**src/rtl/deser_pkg.sv**
```systemverilog
package deser_pkg;

    typedef enum logic {FR_HUNT, FR_LOCK} frame_st_t;

    typedef enum logic {PH_CTRL, PH_VIDEO} phase_st_t;

    function automatic logic maj3(input logic [2:0] t);
        return (t[0] & t[1]) | (t[0] & t[2]) | (t[1] & t[2]);
    endfunction

endpackage

```
**src/rtl/deser_shift.sv**
```systemverilog
module deser_shift
    import deser_pkg::*;
#(
    parameter int WORD_W = 20
) (
    input  logic              clk,
    input  logic              rst_n,
    input  logic              ser_bit,
    input  logic              word_strobe,
    output logic              word_done,
    output logic [WORD_W-1:0] word_data
);
    localparam int CNT_W = $clog2(WORD_W);
    localparam logic [CNT_W-1:0] LAST = CNT_W'(WORD_W - 1);

    frame_st_t         state_q, state_d;
    logic [CNT_W-1:0]  cnt_q;
    logic [WORD_W-1:0] shr_q;

    always_ff @(posedge clk or negedge rst_n) begin
        if (!rst_n) state_q <= FR_HUNT;
        else        state_q <= state_d;
    end

    always_comb begin
        state_d = state_q;
        unique case (state_q)
            FR_HUNT: if (word_strobe) state_d = FR_LOCK;
            FR_LOCK: state_d = FR_LOCK;
            default: state_d = FR_HUNT;
        endcase
    end

    always_ff @(posedge clk or negedge rst_n) begin
        if (!rst_n) begin
            cnt_q <= '0;
            shr_q <= '0;
        end else begin
            shr_q <= {ser_bit, shr_q[WORD_W-1:1]};
            if (word_strobe)
                cnt_q <= CNT_W'(1);
            else if (state_q == FR_LOCK)
                cnt_q <= (cnt_q == LAST) ? '0 : cnt_q + CNT_W'(1);
        end
    end

    assign word_done = (state_q == FR_LOCK) && !word_strobe && (cnt_q == LAST);
    assign word_data = {ser_bit, shr_q[WORD_W-1:1]};

    AST_CNT_RANGE: assert property (@(posedge clk) disable iff (!rst_n)
        int'(cnt_q) < WORD_W);
    AST_HUNT_SILENT: assert property (@(posedge clk) disable iff (!rst_n)
        (state_q == FR_HUNT) |-> !word_done);
    AST_STROBE_RESTART: assert property (@(posedge clk) disable iff (!rst_n)
        word_strobe |=> (cnt_q == CNT_W'(1)));

endmodule

```
**src/rtl/deser_vote.sv**
```systemverilog
module deser_vote
    import deser_pkg::*;
#(
    parameter int NUM_VOTED  = 5,
    parameter int NUM_SINGLE = 4
) (
    input  logic [3*NUM_VOTED+NUM_SINGLE-1:0] body,
    output logic [NUM_VOTED+NUM_SINGLE-1:0]   ctrl,
    output logic                              disagree
);
    localparam int SINGLE_BASE = 3 * NUM_VOTED;

    logic [NUM_VOTED-1:0] mismatch;

    for (genvar k = 0; k < NUM_VOTED; k++) begin : g_voted
        logic [2:0] trip;
        assign trip        = body[3*k +: 3];
        assign ctrl[k]     = maj3(trip);
        assign mismatch[k] = (trip != 3'b000) && (trip != 3'b111);
    end

    for (genvar j = 0; j < NUM_SINGLE; j++) begin : g_single
        assign ctrl[NUM_VOTED+j] = body[SINGLE_BASE+j];
    end

    assign disagree = |mismatch;

endmodule

```
**src/rtl/deser_video.sv**
```systemverilog
module deser_video #(
    parameter int VID_W = 18
) (
    input  logic [VID_W:0]   body,
    output logic [VID_W-1:0] vid
);
    assign vid = body[VID_W:1] ^ {VID_W{body[0]}};
endmodule

```
**src/rtl/serial_word_deser.sv**
```systemverilog
module serial_word_deser
    import deser_pkg::*;
#(
    parameter int                 VID_W        = 18,
    parameter int                 NUM_VOTED    = 5,
    parameter int                 NUM_SINGLE   = 4,
    parameter logic [VID_W+1:0]   TRN_TO_VIDEO = 20'h3E0F1,
    parameter logic [VID_W+1:0]   TRN_TO_CTRL  = 20'hC1F0E
) (
    input  logic                          clk,
    input  logic                          rst_n,
    input  logic                          ser_bit,
    input  logic                          word_strobe,
    output logic [VID_W-1:0]              video_out,
    output logic [NUM_VOTED+NUM_SINGLE-1:0] ctrl_out,
    output logic                          data_en,
    output logic                          word_valid,
    output logic                          ctrl_err
);
    localparam int WORD_W = VID_W + 2;
    localparam int CTRL_W = NUM_VOTED + NUM_SINGLE;

    logic              word_done;
    logic [WORD_W-1:0] word_data;
    logic [CTRL_W-1:0] ctrl_dec;
    logic              disagree;
    logic [VID_W-1:0]  vid_dec;
    logic              is_to_vid, is_to_ctl, is_trn, take;

    phase_st_t phase_q, phase_d;

    deser_shift #(.WORD_W(WORD_W)) u_shift (
        .clk(clk), .rst_n(rst_n), .ser_bit(ser_bit), .word_strobe(word_strobe),
        .word_done(word_done), .word_data(word_data)
    );

    deser_vote #(.NUM_VOTED(NUM_VOTED), .NUM_SINGLE(NUM_SINGLE)) u_vote (
        .body(word_data[WORD_W-1:1]), .ctrl(ctrl_dec), .disagree(disagree)
    );

    deser_video #(.VID_W(VID_W)) u_video (
        .body(word_data[WORD_W-1:1]), .vid(vid_dec)
    );

    assign is_to_vid = word_done && (word_data == TRN_TO_VIDEO);
    assign is_to_ctl = word_done && (word_data == TRN_TO_CTRL);
    assign is_trn    = is_to_vid || is_to_ctl;
    assign take      = word_done && !is_trn;

    always_ff @(posedge clk or negedge rst_n) begin
        if (!rst_n) phase_q <= PH_CTRL;
        else        phase_q <= phase_d;
    end

    always_comb begin
        phase_d = phase_q;
        unique case (phase_q)
            PH_CTRL:  if (is_to_vid) phase_d = PH_VIDEO;
            PH_VIDEO: if (is_to_ctl) phase_d = PH_CTRL;
            default:  phase_d = PH_CTRL;
        endcase
    end

    always_ff @(posedge clk or negedge rst_n) begin
        if (!rst_n) begin
            video_out  <= '0;
            ctrl_out   <= '0;
            data_en    <= 1'b0;
            word_valid <= 1'b0;
            ctrl_err   <= 1'b0;
        end else begin
            word_valid <= take;
            ctrl_err   <= 1'b0;
            if (take) begin
                unique case (phase_q)
                    PH_VIDEO: begin
                        video_out <= vid_dec;
                        data_en   <= 1'b1;
                    end
                    PH_CTRL: begin
                        ctrl_out <= ctrl_dec;
                        ctrl_err <= disagree;
                        data_en  <= 1'b0;
                    end
                    default: data_en <= 1'b0;
                endcase
            end
        end
    end

    AST_VALID_PULSE: assert property (@(posedge clk) disable iff (!rst_n)
        word_valid |=> !word_valid);
    AST_VALID_FROM_WORD: assert property (@(posedge clk) disable iff (!rst_n)
        word_valid |-> $past(word_done));
    AST_TRN_SILENT: assert property (@(posedge clk) disable iff (!rst_n)
        $past(is_trn) |-> (!word_valid && $stable(video_out) && $stable(ctrl_out)));
    AST_CTRL_HOLD_IN_VIDEO: assert property (@(posedge clk) disable iff (!rst_n)
        (word_valid && data_en) |-> $stable(ctrl_out));
    AST_DE_ONLY_WITH_VALID: assert property (@(posedge clk) disable iff (!rst_n)
        !$stable(data_en) |-> word_valid);
    AST_ERR_ONLY_CTRL: assert property (@(posedge clk) disable iff (!rst_n)
        ctrl_err |-> (word_valid && !data_en));

endmodule

```
**config.mk**
```make
export PLATFORM = sky130hd
export DESIGN_NAME = serial_word_deser
export DESIGN_NICKNAME = d
export VERILOG_FILES = /design/src/rtl/deser_pkg.sv /design/src/rtl/deser_shift.sv /design/src/rtl/deser_vote.sv /design/src/rtl/deser_video.sv /design/src/rtl/serial_word_deser.sv
export SDC_FILE = /design/constraint.sdc
export NUM_CORES = 1
export LEC_CHECK = 0
export BUFFER_PORTS_ARGS = -buffer_cell sky130_fd_sc_hd__buf_2
export CORE_UTILIZATION = 60
export CTS_CLUSTER_DIAMETER = 50
export DETAILED_ROUTE_END_ITERATION = 10
export HOLD_SLACK_MARGIN = 0.08
export PLACE_DENSITY = 0.79
export SETUP_SLACK_MARGIN = 0.5
export SLEW_MARGIN = 20
export SYNTH_ARGS = -nofsm -noshare
export SYNTH_HDL_FRONTEND = slang
export SYNTH_SLANG_ARGS = --single-unit
```
**constraint.sdc**
```tcl
create_clock -name clk -period 4.3 [get_ports clk]
set_input_delay 0.86 -clock clk [delete_from_list [all_inputs] [get_ports clk]]
set_output_delay 0.86 -clock clk [all_outputs]
set_load 0.02 [all_outputs]
```
==> out/metrics.cfg, run 1 <==
[job]
cap_violations=0

[final_layout]
finish.instance_area_um2=2720
nNetsFinal=221
n_fill_cell=256
area_growth_pct=11.4
drive_above_1_share_pct=35.5
diodes=0

[clock_network]
clock_path_buffers=2
cts_hold_buf=0
cts_setup_buffers=0
cts_buffers=5
ctsRootBufferMaster=clkbuf_8
cts.clk_slew.worst_paths_ns=0.09
clk_latency_ns=0.30
cts.repair.resized=0
numClockSinks=56
h-tree-depth=2
cts_tree=built

[setup_path]
crit_fanout=22
slowest_delay_ns=1.01
worstPathBufferInverterCount=1
arrival_ns=3.06
critPathLaunchType=register
required_ns=4.49
path_cells=and4b_1 -> nand3_1 -> nor4_2 -> nor4_4 -> buf_4 -> mux2_4
endpoint_kind=register
cp_top_family=simple AND/OR/NAND/NOR gates
path_class=reg2reg
critPathSlowestCell=dfrtp_1

[synthesis]
async_flop_share_pct=100
synthTopCellsByArea=dfrtp_1 57%, mux2_2 8.3%, mux2_4 6.1%
synth.distinct_cells=36
synth.largest_area_cell=dfrtp_1
synth.net_count=183
synth_edf_count=0
synth.yosys.seq_area_share_pct=57.3
synth_top_cell_area_share_pct=57.3
ys_ff_latch=56
ys_warn_count=0
synthCells=175
syn_area_um2=2440
syn_area_per_cell_um2=14.0
dominantRegCellSynth=dfrtp_1

[die]
die-area_um2=4330
die_h_um=65.8
ios=34
die_w_um=65.8
fp-row-count=22
coreArea_um2=3770
start_util_pct=64.8

[routing]
drc_errors=0
num_vias=1474
via_per_inst=5.63
routed_wirelength_um=4180
firstDrtPassIters=4
drt_first_iter_violations=104
wl_per_cell_um=16.0
final_antenna_net_count=0

[global_routing]
grt_usage_pct=22.0
grt_pass1_vias=1452
grt_antenna_before_repair=0
grt_max_degree=57
overflow=0
grt_pass1_wl_um=7010

[power_and_ir_drop]
p_leak_nw=1.38
peakVddDrop_uv=338
power-per-cell-area_nw_per_um2=331
p_total_w=0.000902

[timing]
fin_crit_sh_pct=66.8
skew_ns=0.00699
hold_viol_final=0
hold_slack_ns=0.467
relSlewSlack_pct=32.9
setup_viol=0
period_needed_ns=2.87
tightestPinTransition_ns=1.01
fmax_mhz=348
setup_tns_ns=0
rsz0062_at_grt=no
drv_slew=0

[worst_hold_path]
holdCritPathClass=reg2reg

[placed_design]
place.gp.congestion=0.750
dpl_cell_area_um2=2630
dp_hpwl_um=2930
port-buffer-count=33

[run_status]
status=complete, no violations

## stage by stage
stage | instances | setup WS, ns | utilization [%]
final | 262 | 1.43 | 72.2
after global routing | 262 | 1.27 | 72.2
after CTS | 262 | 1.40 | 72.2
after detailed placement | 254 | 1.33 | 69.8
after global placement | 254 | 1.38 | 69.8
after floorplan | 175 | 1.64 | -
## routing by layer
| metal | wire length (µm) | vias to the layer above | part of all wire (%) | track usage, % |
|---|---|---|---|---|
| li1 | - | 692 | - | - |
| met1 | 1870 | 747 | 45 | 29.0 |
| met2 | 2140 | 30 | 51 | 36.7 |
| met3 | 122 | 5 | 2.9 | 4.14 |
| met4 | 49 | 0 | 1.2 | 6.52 |
| met5 | 0 | - | 0 | 0 |
## flip-flops by register name (all words and copies together) (netlist names)
signal,cells
ctrl_err,1
ctrl_out,9
data_en,1
phase_q,1
u_shift.cnt_q,5
u_shift.shr_q,19
u_shift.state_q,1
video_out,18
word_valid,1
## synth_stat cells (3+ instances only)
cell type and instances:
a21oi_1 6, nand3_1 3, ha_1 4, mux2_2 18
inv_1 4, nand2_1 3, nor2_1 14, xor2_1 17
mux2_4 10, dfrtp_1 56
## path summary, 6_finish.rpt
check / end / slack [ns] / depth (start not counted) / from
max: video_out[8] / 1.43 / 6 / u_shift.shr_q[2]
min in group asynchronous: video_out[6] / 0.68 / 2 / rst_n
max in group asynchronous: ctrl_out[1] / 3.17 / 2 / rst_n
max reg2reg: video_out[8] / 1.43 / 6 / u_shift.shr_q[2]
min: u_shift.shr_q[11] / 0.47 / 0 / u_shift.shr_q[12]
min reg2reg: u_shift.shr_q[11] / 0.47 / 0 / u_shift.shr_q[12]
## cells by family (layout without fill, tap and decap cells)
kind of cell             after synthesis  count (layout)  share of synthesized area, %
AO/OA/AOI/OAI                         14              14                          3.58
XOR/XNOR                              18              18                          6.45
adder cells (fa/ha/maj)                4               4                          2.05
buffers and inverters                  8              47                          2.76
flip-flops                            56              56                          57.3
multiplexers                          30              30                          15.3
AND/OR/NAND/NOR                       45              45                          12.5
## worst register-to-register path, cell delays in order, from the launching register on
cell and delay, ns:
dfrtp_1 1.01, and4b_1 0.30, nand3_1 0.09, nor4_2 0.64, nor4_4 0.14, buf_4 0.25
mux2_4 0.32
## cell type report
| class | count | area (µm²) | share of cell area [%] |
|---|---|---|---|
| sequential | 56 | 1400 | 51.5 |
| multi-input combinational | 111 | 975 | 35.8 |
| timing repair buffer | 35 | 180 | 6.62 |
| clock buffer | 8 | 90.1 | 3.31 |
| tap | 48 | 60.1 | 2.21 |
| inverter | 4 | 15.0 | 0.552 |
## power by group
| group | total [W] | switching (W) | internal, W |
|---|---|---|---|
| clock network | 0.000283 | 0.000152 | 0.000132 |
| registers | 0.000564 | 0.0000235 | 0.000540 |
| logic | 0.0000547 | 0.0000315 | 0.0000232 |
## placed cells by master (no fill, tap or decap)
cell type   n
nand4_1     2
a21boi_0    1
nand2_2     1
a2111oi_0   1
nor3b_1     2
mux2_2     18
mux2i_1     2
o21ai_0     2
mux2_4     10
xor2_1     17
nor3_1      2
a221oi_1    1
and4b_1     2
and2_1      2
ha_1        4
nand3_1     3
or4_4       1
a21oi_1     6
a211o_1     1
nor3_4      1
clkbuf_8    6
buf_2      33
clkbuf_1    2
nor2b_1     2
nand2b_1    2
nor4_2      1
a21o_1      1
dfrtp_1    56
buf_4       2
nor4bb_1    2
inv_1       4
xnor2_1     1
o22ai_1     1
nor4b_1     2
nor2_1     14
nand2_1     3
or2_2       1
nor4_4      2
Power figures use the tool's default switching activity.
==> inputs of run 2 (changes only) <==
- CORE_UTILIZATION: 60 -> 51
- PLACE_DENSITY: 0.79 -> 0.71
- clock period: 4.3 -> 2.63 ns (I/O delays scaled with it)
==> out/metrics.cfg, run 2 (synthesis gave the netlist of run 1 again) <==
[clock_network]
h-tree-depth=2  ; unchanged
cts_buffers=5  ; unchanged
ctsRootBufferMaster=clkbuf_8
numClockSinks=56  ; unchanged
clk_latency_ns=0.30  ; about the same
cts_tree=built
clock_path_buffers=2  ; unchanged
cts.clk_slew.worst_paths_ns=0.09  ; about the same
cts_hold_buf=0  ; unchanged

[setup_path]
cp_top_family=simple AND/OR/NAND/NOR gates
r2r-start=u_shift.cnt_q[1]
regToRegEndpoint=video_out[16]
worstPathBufferInverterCount=1  ; unchanged
path_cells=ha_2 -> nand2_4 -> or4_4 -> nor3_4 -> nor4_4 -> buf_6 -> mux2_4
r2r_cells=7  ; +1
critPathLaunchType=register
required_ns=2.83  ; -1.66 ns
arrival_ns=2.27  ; -0.79 ns
rrSetupSlack_ns=0.56  ; -0.87 ns
endpoint_kind=register
crit_fanout=10  ; -55%
path_class=reg2reg
slowest_delay_ns=0.49  ; -0.52 ns
critPathSlowestCell=or4_4

[placed_design]
dp_hpwl_um=3120  ; +6.5%
dp_cells=263  ; +3.5%
port-buffer-count=33  ; unchanged
place.gp.congestion=0.858  ; +14%

[global_routing]
grt_antenna_before_repair=0  ; unchanged
grt_max_degree=32  ; -44%
grt_pass1_wl_um=7470  ; +6.5%
overflow=0  ; unchanged
grt_usage_pct=19.5  ; -2.5 points
grt_pass1_vias=1551  ; +6.8%

[die]
start_util_pct=54.6  ; -10 points
die-area_um2=5070  ; +17%
coreArea_um2=4470  ; +19%
ios=34  ; unchanged
fp-row-count=24  ; +9.1%
die_h_um=71.2  ; +8.2%
die_w_um=71.2  ; +8.2%

[power_and_ir_drop]
p_switching_w=0.000347  ; +68%
power-per-cell-area_nw_per_um2=525  ; +59%
sequentialPowerShare_pct=60.6  ; -1.9 points
power.internal_w=0.00117  ; +68%
peakVddDrop_uv=398  ; +18%
p_leak_nw=1.45  ; +4.9%
p_comb_share_pct=7.0  ; +0.9 points
clock_power_share_pct=32.4  ; +1.0 points
switching_share_pct=22.9  ; +0.037 points

[routing]
firstDrtPassIters=7  ; +3
topRoutingLayerUsed=met4
final_antenna_net_count=0  ; unchanged
wl_per_cell_um=16.1  ; +0.97%
wl_met2_um=2230  ; +4.2%
wl_met1_um=1990  ; +6.2%
met3_length_um=167  ; +37%
drt_first_iter_violations=125  ; +20%
routed_wirelength_um=4430  ; +6.0%
num_vias=1506  ; +2.2%
via_per_inst=5.48  ; -2.7%
drc_errors=2  ; +2

[run_status]
violations=DRC
status=complete, but fails checks

[final_layout]
final_cell_mix=53 x dfrtp_1, 33 x buf_2, 17 x xor2_1, 17 x mux2_4, 14 x nor2_1
n_fill_cell=345  ; +35%
regMostFlops=u_shift.shr_q
largest_reg_flops=19  ; unchanged
fin_cells=275  ; +5.0%
area_growth_pct=17.8
drive_above_1_share_pct=42.2  ; +6.6 points
diodes=0  ; unchanged
layout_commonest_cell=dfrtp_1
utilization_pct=64.3  ; -7.8 points
layout.area.seq_um2=1410  ; +0.27%
multi_input_area_um2=1030  ; +5.4%
nNetsFinal=231  ; +4.5%
reg_top3=u_shift.shr_q: 19 flops, video_out: 18 flops, ctrl_out: 9 flops

[job]
cap_violations=0  ; unchanged

[timing]
skew_ns=0.00781  ; +0.000823 ns
tightestPinTransition_ns=0.384  ; -0.623 ns
fin_crit_sh_pct=78.9  ; +12 points
fmax_mhz=482  ; +38%
setup_tns_ns=0  ; unchanged
hold_slack_ns=0.202  ; -0.265 ns
relSlewSlack_pct=74.4  ; +42 points
setup_viol=0  ; unchanged
hold_viol_final=0  ; unchanged
drv_slew=0  ; unchanged
period_needed_ns=2.07  ; -0.797 ns
rsz0062_at_grt=yes

[worst_hold_path]
holdCritPathClass=in2async

-- run 2: cell types whose count changed in the layout (fill, tap and decap cells not counted), sizes merged --
| cell | previous run | this run |
|---|---|---|
| buf | 35 | 45 |
| clkbuf | 8 | 7 |
-- run 2: layer usage --
layer  vias up  track usage [%]
met5         -                0
met4         0             5.33
met3         6             4.78
met2        35             33.1
met1       753             25.0
li1        712                -
-- run 2: metrics by stage --
stage | area, µm² | power, W | worst slack (ns)
2_1_floorplan | 2470 | 0.000989 | 0.309
3_3_place_gp | 2700 | 0.00102 | 0.352
3_5_place_dp | 2700 | 0.00103 | 0.281
4_1_cts | 2820 | 0.00152 | 0.505
5_1_grt | 2880 | 0.00158 | 0.422
6_report | 2880 | 0.00151 | 0.556
-- run 2: area by class of cell --
| cell class | instances | area share, % |
|---|---|---|
| Sequential cell | 56 | 48.8 |
| Multi-Input combinational cell | 111 | 35.7 |
| Timing Repair Buffer | 45 | 9.39 |
| Clock buffer | 7 | 3.35 |
| Tap cell | 52 | 2.26 |
| Inverter | 4 | 0.522 |
-- run 2: what timing repair did --
| action | CTS | global route |
|---|---|---|
| buffers inserted | 1 | 3 |
| resized for setup | 3 | 11 |
| endpoints found under the hold margin | 0 | 0 |
| pin swaps | 2 | 2 |
| setup endpoints to repair | 27 | 29 |
| cloned | 0 | 1 |
-- run 2: power by group through the flow --
stage                     combinational, W  sequential [W]  clock, W
after floorplan                  0.0000611        0.000928         0
after global placement           0.0000938        0.000931         0
after detailed placement         0.0000981        0.000933         0
after CTS                        0.0000989        0.000916  0.000509
after global routing              0.000120        0.000922  0.000538
final                             0.000106        0.000917  0.000490
-- run 2: worst max path at each step --
stage                          start       endpoint  slack (ns)  cells after the start
floorplan                word_strobe  video_out[10]        0.31                      5
global placement         word_strobe    ctrl_out[2]        0.35                      6
detailed placement       word_strobe  video_out[16]        0.28                      6
CTS                 u_shift.cnt_q[0]    ctrl_out[8]        0.50                      6
global route        u_shift.shr_q[8]  video_out[16]        0.42                      7
finish              u_shift.cnt_q[1]  video_out[16]        0.56                      7
==> inputs of run 3 (changes only) <==
- clock period: 2.63 -> 1.7 ns (I/O delays scaled with it)
==> out/metrics.cfg, run 3 (synthesis gave the netlist of run 1 again) <==
[die]
die_h_um=71.2  ; unchanged
die_w_um=71.2  ; unchanged
coreArea_um2=4470  ; unchanged
fp-row-count=24  ; unchanged
start_util_pct=54.6  ; unchanged
die-area_um2=5070  ; unchanged
ios=34  ; unchanged

[setup_path]
arrival_ns=2.27  ; about the same
critPathLaunchType=register
slowest_delay_ns=0.41  ; -0.08 ns
worstPathBufferInverterCount=2  ; +1
cp_common_cell=nor4_4
required_ns=1.90  ; -0.93 ns
critPathSlowestCell=dfrtp_1
rrSetupSlack_ns=-0.36  ; -0.92 ns
endpoint_kind=register
crit_fanout=5  ; -5
cp_top_family=simple AND/OR/NAND/NOR gates
path_cells=nor4bb_1 -> nand3_2 -> nor4_4 -> buf_4 -> nor4_4 -> buf_6 -> mux2_4
path_class=reg2reg

[placed_design]
dpl_cell_area_um2=3000  ; +11%
dp_hpwl_um=3520  ; +13%
port-buffer-count=33  ; unchanged
place.gp.congestion=0.842  ; -1.9%

[timing]
hold_viol_final=0  ; unchanged
relSlewSlack_pct=75.1  ; +0.72 points
fmax_mhz=485  ; +0.49%
skew_ns=0.00767  ; -0.000144 ns
setup_tns_ns=-9.90  ; -9.90 ns
tightestPinTransition_ns=0.368  ; -0.0158 ns
hold_slack_ns=0.286  ; +0.0834 ns
drv_slew=0  ; unchanged
fin_crit_sh_pct=121  ; +43 points
period_needed_ns=2.06  ; -0.0100 ns
fin_ws_ns=-0.364  ; -0.920 ns
rsz0062_at_grt=yes
setup_viol=31  ; +31

[clock_network]
ctsRootBufferMaster=clkbuf_8
h-tree-depth=2  ; unchanged
clk_latency_ns=0.31  ; about the same
cts_tree=built
cts_buffers=5  ; unchanged
cts.clk_slew.worst_paths_ns=0.09  ; about the same
clock_path_buffers=2  ; unchanged
numClockSinks=56  ; unchanged

[power_and_ir_drop]
peakVddDrop_uv=476  ; +20%
clock_power_share_pct=29.6  ; -2.8 points
p_comb_share_pct=11.1  ; +4.1 points
power.internal_w=0.00177  ; +52%
switching_share_pct=24.7  ; +1.8 points
p_switching_w=0.000582  ; +68%
p_leak_nw=1.75  ; +21%
sequentialPowerShare_pct=59.2  ; -1.4 points
p_total_w=0.00236  ; +56%
power-per-cell-area_nw_per_um2=674  ; +28%

[final_layout]
utilization_pct=78.1  ; +14 points
reg_top3=u_shift.shr_q: 19 flops, video_out: 18 flops, ctrl_out: 9 flops
largest_reg_flops=19  ; unchanged
regMostFlops=u_shift.shr_q
area_growth_pct=43.0
layout_commonest_cell=buf_4
nNetsFinal=285  ; +23%
final_cell_mix=60 x buf_4, 56 x dfrtp_1, 33 x buf_6, 17 x xor2_1, 17 x mux2_4
diodes=0  ; unchanged
drive_above_1_share_pct=52.7  ; +11 points
finish.instance_area_um2=3490  ; +21%

[routing]
via_per_inst=5.22  ; -4.7%
firstDrtPassIters=7  ; unchanged
final_antenna_net_count=0  ; unchanged
drt_first_iter_violations=82  ; -34%
routed_wirelength_um=5320  ; +20%
num_vias=1717  ; +14%
drc_errors=2  ; unchanged
wl_per_cell_um=16.2  ; +0.28%

[global_routing]
grt_usage_pct=22.9  ; +3.5 points
grt_pass1_vias=1878  ; +21%
grt_antenna_before_repair=0  ; unchanged
grt_pass1_wl_um=8790  ; +18%
overflow=0  ; unchanged
grt_max_degree=57  ; +78%

[worst_hold_path]
holdCritPathClass=in2reg

[run_status]
violations=DRC, setup timing
status=complete, but fails checks

[job]
cap_violations=0  ; unchanged

run 3: cell count changes in the layout (fill, tap and decap cells not counted), moves of 2 or more:
| cell | change |
|---|---|
| buf_4 | +52 |
| buf_2 | -30 |
| buf_6 | +29 |
| dfrtp_1 | +3 |
| dfrtp_2 | -3 |
| buf_12 | +2 |
| clkbuf_8 | -2 |
| nor3b_1 | -2 |
| nor3b_2 | +2 |
run 3: worst paths after layout:
| path | depth (start not counted) | to | from |
|---|---|---|---|
| min in group asynchronous | 3 | video_out[16] | rst_n |
| setup / recovery | 7 | video_out[9] | u_shift.shr_q[8] |
| max in group asynchronous | 3 | u_shift.cnt_q[3] | rst_n |
| setup reg to reg | 7 | video_out[9] | u_shift.shr_q[8] |
| hold reg to reg | 0 | u_shift.shr_q[14] | u_shift.shr_q[15] |
| hold / removal | 2 | u_shift.shr_q[19] | ser_bit |
run 3: layout make-up:
cell class                      count  area [µm²]
Sequential cell                    56        1400
Fill cell                         269         981
Timing Repair Buffer               99         887
Tap cell                           52        65.1
Inverter                            4        15.0
Clock buffer                        5        68.8
Multi-Input combinational cell    111        1040
Clock inverter                      2        12.5
run 3: per-layer routing:
metal  GRT usage [%]  vias up  share of wire [%]
met3            5.91        9                3.7
met2            40.4       37                 54
met4            7.11        0                1.5
met5               0        -                  0
met1            27.6      860                 41
li1                -      811                  -
run 3: power by group through the flow:
stage | registers (W) | clock network (W) | logic, W
floorplan | 0.00144 | 0 | 0.0000965
global placement | 0.00142 | 0 | 0.000233
detailed placement | 0.00142 | 0 | 0.000246
CTS | 0.00139 | 0.000715 | 0.000257
global route | 0.00140 | 0.000770 | 0.000290
finish | 0.00140 | 0.000698 | 0.000263
run 3: metrics by stage:
stage          std cells  worst slack [ns]
2_1_floorplan        175            -0.597
3_3_place_gp         297            -0.328
3_5_place_dp         297            -0.380
4_1_cts              323            -0.330
5_1_grt              329            -0.473
6_report             329            -0.364
run 3: timing repair:
| action | 4_1_cts | 5_1_grt |
|---|---|---|
| gates resized for setup | 44 | 26 |
| buffers inserted | 17 | 6 |
| endpoints found under the hold margin | 56 | 0 |
| hold buffers | 1 | 0 |
| endpoints found under the setup margin | 55 | 63 |
| pin swaps | 2 | 1 |
| cloned | 1 | 0 |
